[src/rtl/pmc_pkg.sv]
package pmc_pkg;
    typedef enum logic [1:0] {
        PM_RUN     = 2'd0,
        PM_IDLE    = 2'd1,
        PM_PDOWN   = 2'd2,
        PM_OSCWAIT = 2'd3
    } pm_state_e;
endpackage

[src/rtl/pmc_rst_qual.sv]
module pmc_rst_qual #(
    parameter int QUAL = 24
) (
    input  logic clk,
    input  logic rst_n,
    input  logic ext_rst,
    output logic rst_q
);
    localparam int CW = $clog2(QUAL + 1);
    logic [CW-1:0] run_cnt;

    always_ff @(posedge clk or negedge rst_n) begin
        if (!rst_n) begin
            run_cnt <= '0;
            rst_q   <= 1'b0;
        end else begin
            if (!ext_rst)
                run_cnt <= '0;
            else if (run_cnt != CW'(QUAL))
                run_cnt <= run_cnt + 1'b1;
            rst_q <= ext_rst && (run_cnt >= CW'(QUAL - 1));
        end
    end
endmodule

[src/rtl/pmc_stab_timer.sv]
module pmc_stab_timer #(
    parameter int W = 16
) (
    input  logic         clk,
    input  logic         rst_n,
    input  logic         load,
    input  logic [W-1:0] len,
    output logic         done
);
    logic [W-1:0] cnt;

    always_ff @(posedge clk or negedge rst_n) begin
        if (!rst_n)
            cnt <= '0;
        else if (load)
            cnt <= len;
        else if (cnt != '0)
            cnt <= cnt - 1'b1;
    end

    assign done = (cnt == '0);
endmodule

[src/rtl/pmc_fsm.sv]
module pmc_fsm
    import pmc_pkg::*;
#(
    parameter int IRQ_W = 4
) (
    input  logic             clk,
    input  logic             rst_n,
    input  logic             wr_en,
    input  logic             wr_stby,
    input  logic             wr_idle,
    input  logic             wr_pdown,
    input  logic [IRQ_W-1:0] irq_pend,
    input  logic [IRQ_W-1:0] irq_en,
    input  logic             cmp_wake,
    input  logic             rst_q,
    input  logic             stab_done,
    output logic             stab_load,
    output logic             osc_run,
    output logic             en_cpu,
    output logic             en_acq,
    output logic             en_disp,
    output logic             en_per,
    output logic             stby_bit,
    output logic             idle_bit,
    output logic             pdown_bit
);
    pm_state_e state, nxt;
    logic      stby_q, stby_n, wake;

    assign wake = (|(irq_pend & irq_en)) | cmp_wake;

    // next-state and standby-bit decision
    always_comb begin
        nxt    = state;
        stby_n = stby_q;
        if (rst_q) begin
            stby_n = 1'b0;
            unique case (state)
                PM_PDOWN:   nxt = PM_OSCWAIT;
                PM_OSCWAIT: nxt = stab_done ? PM_RUN : PM_OSCWAIT;
                default:    nxt = PM_RUN;
            endcase
        end else begin
            unique case (state)
                PM_RUN: begin
                    if (wr_en) begin
                        stby_n = wr_stby;
                        if (wr_pdown)     nxt = PM_PDOWN;
                        else if (wr_idle) nxt = PM_IDLE;
                    end
                end
                PM_IDLE:    if (wake)      nxt = PM_RUN;
                PM_PDOWN:   if (wake)      nxt = PM_OSCWAIT;
                PM_OSCWAIT: if (stab_done) nxt = PM_RUN;
            endcase
        end
    end

    assign stab_load = (nxt == PM_OSCWAIT) && (state != PM_OSCWAIT);

    // state register
    always_ff @(posedge clk or negedge rst_n) begin
        if (!rst_n) begin
            state  <= PM_RUN;
            stby_q <= 1'b0;
        end else begin
            state  <= nxt;
            stby_q <= stby_n;
        end
    end

    // registered gating enables, updated on the same edge as the state
    always_ff @(posedge clk or negedge rst_n) begin
        if (!rst_n) begin
            osc_run <= 1'b1;
            en_cpu  <= 1'b1;
            en_acq  <= 1'b1;
            en_disp <= 1'b1;
            en_per  <= 1'b1;
        end else begin
            osc_run <= (nxt != PM_PDOWN);
            en_cpu  <= (nxt == PM_RUN);
            en_acq  <= (nxt == PM_RUN) && !stby_n;
            en_disp <= (nxt == PM_RUN) && !stby_n;
            en_per  <= (nxt == PM_RUN) || (nxt == PM_IDLE);
        end
    end

    assign stby_bit  = stby_q;
    assign idle_bit  = (state == PM_IDLE);
    assign pdown_bit = (state == PM_PDOWN);
endmodule

[src/rtl/pwr_mode_gate.sv]
module pwr_mode_gate #(
    parameter int IRQ_W    = 4,
    parameter int RST_QUAL = 24,
    parameter int STAB_W   = 16
) (
    input  logic              clk,
    input  logic              rst_n,
    input  logic              wr_en,
    input  logic              wr_stby,
    input  logic              wr_idle,
    input  logic              wr_pdown,
    input  logic [IRQ_W-1:0]  irq_pend,
    input  logic [IRQ_W-1:0]  irq_en,
    input  logic              cmp_wake,
    input  logic              ext_rst,
    input  logic [STAB_W-1:0] stab_len,
    output logic              osc_run,
    output logic              clk_en_cpu,
    output logic              clk_en_acq,
    output logic              clk_en_disp,
    output logic              clk_en_per,
    output logic              rst_out,
    output logic              stby_bit,
    output logic              idle_bit,
    output logic              pdown_bit
);
    logic stab_load, stab_done;

    pmc_rst_qual #(.QUAL(RST_QUAL)) u_rst_qual (
        .clk     (clk),
        .rst_n   (rst_n),
        .ext_rst (ext_rst),
        .rst_q   (rst_out)
    );

    pmc_stab_timer #(.W(STAB_W)) u_stab (
        .clk   (clk),
        .rst_n (rst_n),
        .load  (stab_load),
        .len   (stab_len),
        .done  (stab_done)
    );

    pmc_fsm #(.IRQ_W(IRQ_W)) u_fsm (
        .clk       (clk),
        .rst_n     (rst_n),
        .wr_en     (wr_en),
        .wr_stby   (wr_stby),
        .wr_idle   (wr_idle),
        .wr_pdown  (wr_pdown),
        .irq_pend  (irq_pend),
        .irq_en    (irq_en),
        .cmp_wake  (cmp_wake),
        .rst_q     (rst_out),
        .stab_done (stab_done),
        .stab_load (stab_load),
        .osc_run   (osc_run),
        .en_cpu    (clk_en_cpu),
        .en_acq    (clk_en_acq),
        .en_disp   (clk_en_disp),
        .en_per    (clk_en_per),
        .stby_bit  (stby_bit),
        .idle_bit  (idle_bit),
        .pdown_bit (pdown_bit)
    );
endmodule

[config.mk]
export PLATFORM = sky130hd
export DESIGN_NAME = pwr_mode_gate
export DESIGN_NICKNAME = d
export VERILOG_FILES = /design/src/rtl/pmc_pkg.sv /design/src/rtl/pmc_rst_qual.sv /design/src/rtl/pmc_stab_timer.sv /design/src/rtl/pmc_fsm.sv /design/src/rtl/pwr_mode_gate.sv
export SDC_FILE = /design/constraint.sdc
export NUM_CORES = 1
export LEC_CHECK = 0
export ABC_AREA = 1
export ABC_CLOCK_PERIOD_IN_PS = 3100
export BUFFER_PORTS_ARGS = -buffer_cell sky130_fd_sc_hd__buf_2
export CAP_MARGIN = 5
export CELL_PAD_IN_SITES_DETAIL_PLACEMENT = 0
export CELL_PAD_IN_SITES_GLOBAL_PLACEMENT = 1
export CORE_ASPECT_RATIO = 0.7
export CORE_UTILIZATION = 40
export CTS_CLUSTER_SIZE = 24
export DETAILED_ROUTE_END_ITERATION = 8
export MAX_ROUTING_LAYER = met4
export PLACE_DENSITY = 0.78
export REMOVE_ABC_BUFFERS = 1
export SYNTH_ARGS = -nofsm -noshare
export SYNTH_HDL_FRONTEND = slang
export SYNTH_SLANG_ARGS = --single-unit
[constraint.sdc]
create_clock -name clk -period 3.1 [get_ports clk]
set_clock_uncertainty 0.1 [all_clocks]
set_input_delay 0.155 -clock clk [delete_from_list [all_inputs] [get_ports clk]]
set_output_delay 0.155 -clock clk [all_outputs]
set_load 0.1 [all_outputs]
* After elaboration in Yosys (flattened, before gate mapping)
Cells that the tools add are included.
** Word-level totals
- Register bits after elaboration :: 29
- Latch bits :: 0
- Memory bits (writable) :: 0
- Memory bits (read-only) :: 0
- Output and inout port bits :: 9
- Word-level logic and storage cells :: 51
- Memories :: 0
** Cells by class
- Add/sub/neg operators :: 2
- Multipliers :: 0
- Divide/modulo/power cells :: 0
- Magnitude comparators :: 1
- Eq/ne operators :: 9
- Shift operators :: 0
- Mux-type cells :: 17
- Bitwise gates (word level) :: 2
- Reductions and logical operators :: 11
** Operator list (number)
- 2-to-1 mux 16 bit :: 2
- logical NOT 16 bit :: 1
- 2-to-1 mux 2 bit :: 8
- nonzero test 16 bit :: 1
- subtractor 16 x 1 -> 16 bit (second input constant) :: 1
- 2-to-1 mux 5 bit :: 2
- case mux 2 bit (4 select lines) :: 1
- equality test 2 bit (second input constant) :: 3
- adder 5 x 1 -> 5 bit (second input constant) :: 1
- >= comparator 5 bit (second input constant) :: 1
- != test 5 bit (second input constant) :: 1
- bitwise AND 4 bit :: 1
- equality test 2 x 1 -> 1 bit (second input constant) :: 2
- logical NOT 2 bit :: 2
- != test 2 bit (second input constant) :: 2
- case mux 2 bit (2 select lines) :: 1
- OR reduction 4 bit :: 1
- logical AND 1 bit :: 3
- 2-to-1 mux 1 bit :: 3
- != test 2 x 1 -> 1 bit (second input constant) :: 1
- nonzero test 2 bit :: 1
- logical NOT 1 bit :: 1
- logical OR 1 bit :: 1
- bitwise OR 1 bit :: 1

* Depth between registers and ports, before layout
- Depth in word-level cells :: 9
- Depth in mapped cells :: 13

* Hierarchy
A second synthesis with hierarchy kept.
** Unflattened totals
- Cell total of the unflattened synthesis :: 258
- Area, all modules :: 1880.6 µm²
** Modules (own cells, without submodules)
- pmc_stab_timer :: times used 1, cells each 167, area each 1184.9 µm², seq. area each 400.4 µm²
- pmc_fsm :: times used 1, cells each 49, area each 361.6 µm², seq. area each 180.2 µm²
- pmc_rst_qual :: times used 1, cells each 42, area each 334.1 µm², seq. area each 150.1 µm²

* Least setup slack after synthesis
No wires, ideal clock.
- Path kind :: register to register
- Start :: register u_fsm.state[0]
- End :: register u_stab.cnt[13]
- Library setup time :: 0.117 ns
- Arrival time :: 2.688 ns
- Slack :: 0.195 ns
- Cell stages (with the launch flop) :: 10
- Buffers on the path :: 1
- Period minus slack after synthesis :: 2.905 ns
- Path through :: dfrtp_1 nor2_1 inv_1 nand3_4 nand2_4 inv_2 nand3_4 buf_12 nand3_2 nand2_1
** On the way
- Elaborated cells between the ends (all ways) :: 18
** RTL lines
- start: declaration :: line pmc_fsm.sv:27 : pm_state_e state, nxt;
- start signal: assignment :: line pmc_fsm.sv:67 : state <= nxt;
- equality test 2 bit *
- via pdown_bit :: line pwr_mode_gate.sv:25 : output logic pdown_bit
- case mux 2 bit (4 select lines) / case mux 2 bit (2 select lines) (equally long branches) :: line pmc_fsm.sv:44, pmc_fsm.sv:38
- 2-to-1 mux 2 bit * :: line pmc_fsm.sv:36 : if (rst_q) begin
- via u_fsm.nxt[1] :: line pmc_fsm.sv:27
- equality test 2 bit * :: line pmc_fsm.sv:59 : assign stab_load = (nxt == PM_OSCWAIT) && (state != PM_OSCWAIT);
- logical AND 1 bit * :: line pmc_fsm.sv:59
- 2-to-1 mux 16 bit / nonzero test 2 bit (equally long branches)
- end signal: assignment :: line pmc_stab_timer.sv:16 : cnt <= len;
- end signal: assignment :: line pmc_stab_timer.sv:18 : cnt <= cnt - 1'b1;
- end: declaration :: line pmc_stab_timer.sv:10 : logic [W-1:0] cnt;
The timed path passes the listed nets; every way through them passes the cells marked *.
A chain may end at the register's enable or synchronous reset.

* Final worst setup path
- Start :: register u_stab.cnt[0]
- End :: register u_stab.cnt[2]
** On the way
- Cells in the longest elaborated chain, start to end :: 7
- Elaborated cells between the ends (all ways) :: 13
** Ends and longest elaborated chain
- logical NOT 16 bit :: line pmc_stab_timer.sv:21 : assign done = (cnt == '0);
- 2-to-1 mux 2 bit, on equally long branches :: line pmc_fsm.sv:54, pmc_fsm.sv:40
- case mux 2 bit (4 select lines) / case mux 2 bit (2 select lines) (equally long branches) :: line pmc_fsm.sv:44, pmc_fsm.sv:38
- 2-to-1 mux 2 bit :: line pmc_fsm.sv:36
- equality test 2 bit :: line pmc_fsm.sv:59
- logical AND 1 bit :: line pmc_fsm.sv:59
- 2-to-1 mux 16 bit / nonzero test 2 bit (equally long branches)
Parallel ways exist; a longest one is shown, timed or not. The select of a mux whose other input is x is not followed.

==> summary.txt <==
STA
  – Fin crit share: between 60% and 70%
  – Final setup viols: 0
  – Slew Limit Headroom: between 50 and 60%
  – RSZ-0062 raised after global routing: false
  – Fin. Hold Viols: 0
  – Post-route minimum period: about 2100 ps
  – Final TNS setup: 0 ps
  – Worst Tran Pin Value: approximately 650 ps
  – FMAX: approximately 470 MHz
  – Pins Over Slew Limit: 0

Worst setup path
  – Slowest-stage cell, CP: dfrtp_1
  – Worst Path Required: around 3200 ps
  – CP Data Arrival Time: between 2000 and 2500 ps
  – CP Cell Sequence: inv_1 -> ha_1 -> nand2_2 -> nor2_1 -> nand2_1 -> nor2_2 -> inv_1 -> nand3_1 -> nand2_1
  – Crit start category: flop
  – Worst R2R Setup Slack: between 900 and 1000 ps
  – Nature of the critical path endpoint: flop
  – Crit Reg-Reg Endpoint: u_stab.cnt[2]$_DFFE_PN0P_
  – Worst Path Buf+Inv: 2
  – CP max FO: 14
  – Critical path type: flop to flop
  – RR Startpoint: u_stab.cnt[0]$_DFFE_PN0P_
  – Slowest cell delay on critical path: slightly below 400 ps
  – Top delay family on crit path: simple AND/OR/NAND/NOR gates
  – Worst R2R Path Depth: 9

Synthesis
  – Seq/Total Area, Yosys: between 40% and 50%
  – Synthesis Warnings: 0
  – Syn Inst Count: around 210
  – Post-Syn Area: 0.00175 mm2
  – Synth cell types: 27
  – #FFs+latches synth: 29
  – Synthesized area per cell: 8.17 um2

Drt
  – Total routed wirelength: 3630 um
  – DR vias: 1,498
  – Initial DRC Count: 84
  – Drt drc: 0
  – Routed WL per cell: about 11 um
  – Pre-antenna DRT Iters: 4
  – Vias per std cell: 4.58
  – Final ANT Viol Nets: 0

Global routing
  – Global-route wire length before repair: approximately 6300 um
  – Grt total ovfl: 0
  – Vias in the first global route: 1,386
  – Gr usage total: roughly a fifth
  – Largest net degree at the start of global routing: 30
  – Number of antenna violations at the first check in global routing: 0

Cells and area
  – Total Nets Final: 309
  – Commonest non-fill, non-tap cells in the layout: nand2_1, buf_2, nor2_1, dfrtp_1, inv_1
  – Finished Layout Cells: between 300 and 400
  – Area Overhead vs Synth: 27.7%
  – Final core utilization: a little under three fifths
  – Layout cells sized above 1: between 20% and 30%
  – Commonest non-fill, non-tap cell in the layout: nand2_1
  – Antenna cells: 0
  – Final non-filler cell area: 0.00223 mm2

Placement
  – Dpl hpwl: between 2000 and 3000 um
  – Placed cell area: between 0.0015 and 0.002 mm2
  – Port bufs: 40
  – Placed Cells: between 300 and 400
  – Gpl congestion: ~0.82

Floorplanning
  – Die Ht: 57.3 um
  – Initial core utilization: 43.3%
  – Die extent in x: 81.0 um
  – Die area: ~0.0046 mm2
  – I/O pin count: 41
  – Cell row count: 19
  – Core area: between 0.004 and 0.005 mm2

Clock tree
  – CTS Sinks: 29
  – Clock latency on the worst-skew pair: about 280 ps
  – Root buffer cell: clkbuf_8
  – CTS tree: done
  – Num CTS Buffers: 5
  – H-tree depth: 2
  – Longest Clk Path Bufs: 2
  – Clk slew on worst S/H paths: ~70 ps

Power and ir drop
  – Pwr Density: 1010 mW/mm2
  – VDD IR-drop max: roughly 760 uV
  – Leak pwr: ~0.0011 uW

Min path
  – Hold_sp: ext_rst
  – Worst min-delay path category: input port to flop
  – Hold EP: u_rst_qual.run_cnt[2]$_DFFE_PN0P_
  – Hold Path Depth: 3

Run
  – Max-cap violation count: 0

Run status
  – Outcome: completed
==> worst min-delay path: cells and delay by family <==
family | cells | cell delay (ps)
buffers and inverters | 1 | 120
and+or+nand+nor | 2 | 100
==> cells in the mapped netlist <==
cell      count  share of area [%]
nor2_1       26                5.6
ha_1          3                2.1
xor2_1        7                3.5
nand3_2      11                6.3
a31oi_1       1               0.36
nor3b_1       1               0.43
o21ai_1       1               0.29
nand2_2       3                1.1
nand3_1      13                3.7
o21ai_0       5                1.4
dfrtp_1      25                 36
or2_2         1               0.36
inv_2         2               0.43
dfstp_2       4                6.0
nor2_4        2                1.3
nand4_1       1               0.36
buf_4         3                1.3
a21oi_1       3               0.86
inv_1        21                4.5
buf_12        1                1.1
nand2_4       2                1.3
nand3_4       2                2.0
nor2_2        4                1.4
nor3_1        6                1.7
nand2_1      57                 12
a211oi_1      1               0.43
xnor2_1       8                4.0
==> logic make-up after synthesis <==
logic type               Yosys count  synth area share, %
AND/OR/NAND/NOR                  129                 37.8
buffers and inverters             27                 7.37
XOR/XNOR                          15                 7.52
flip-flops                        29                 41.8
AO/OA/AOI/OAI                     11                 3.36
adder cells (fa/ha/maj)            3                 2.15
==> layer usage <==
metal  track usage [%]  routed length (um)
met3              4.32                 219
met5                 -                   0
met2              25.8                1430
met4              6.89                  38
met1              26.4                1950
==> registers in the layout (all words and copies together) (netlist names) <==
signal              flops
u_rst_qual.run_cnt      5
u_fsm.en_acq            1
u_fsm.en_per            1
u_fsm.state             2
u_fsm.osc_run           1
u_stab.cnt             16
u_fsm.stby_bit          1
u_fsm.en_cpu            1
u_rst_qual.rst_q        1
==> metrics by stage <==
step | hold WS (ps) | worst slack, ps | power, uW
global placement | 118 | 1090 | 1940
detailed placement | 119 | 1010 | 1940
floorplan | -241 | 159 | 1720
finish | 34.0 | 988 | 2260
CTS | 27.0 | 967 | 2280
global route | 42.4 | 713 | 2450
==> area by class of cell <==
cell class	instances	area, um2
Clock buffer	5	68.8
Clock inverter	3	22.5
Fill cell	400	1810
Inverter	23	86.3
Multi-Input combinational cell	158	888
Sequential cell	29	731
Tap cell	52	65.1
Timing Repair Buffer	57	370
==> worst max path at each step <==
stage                     slack (ps)                 startpoint  cells after the start                          to
after global routing             710  u_stab.cnt[0]$_DFFE_PN0P_                      9   u_stab.cnt[2]$_DFFE_PN0P_
after global placement          1090  u_stab.cnt[0]$_DFFE_PN0P_                      9  u_stab.cnt[15]$_DFFE_PN0P_
after CTS                        970  u_stab.cnt[0]$_DFFE_PN0P_                      9   u_stab.cnt[2]$_DFFE_PN0P_
after detailed placement        1010  u_stab.cnt[0]$_DFFE_PN0P_                      9   u_stab.cnt[2]$_DFFE_PN0P_
after floorplan                  160   u_fsm.state[0]$_DFF_PN0_                      8   u_stab.cnt[0]$_DFFE_PN0P_
final                            990  u_stab.cnt[0]$_DFFE_PN0P_                      9   u_stab.cnt[2]$_DFFE_PN0P_
==> timing repair <==
item,in CTS,in global routing
endpoints found under the hold margin,41,0
hold buffers,17,0
gates resized for setup,0,0
buffers inserted,0,0
==> power breakdown <==
group	switching, uW	internal, uW
registers	131	553
logic	884	375
clock network	157	157
total	1170	1090
Note: power is estimated with default switching activity, not from simulation.
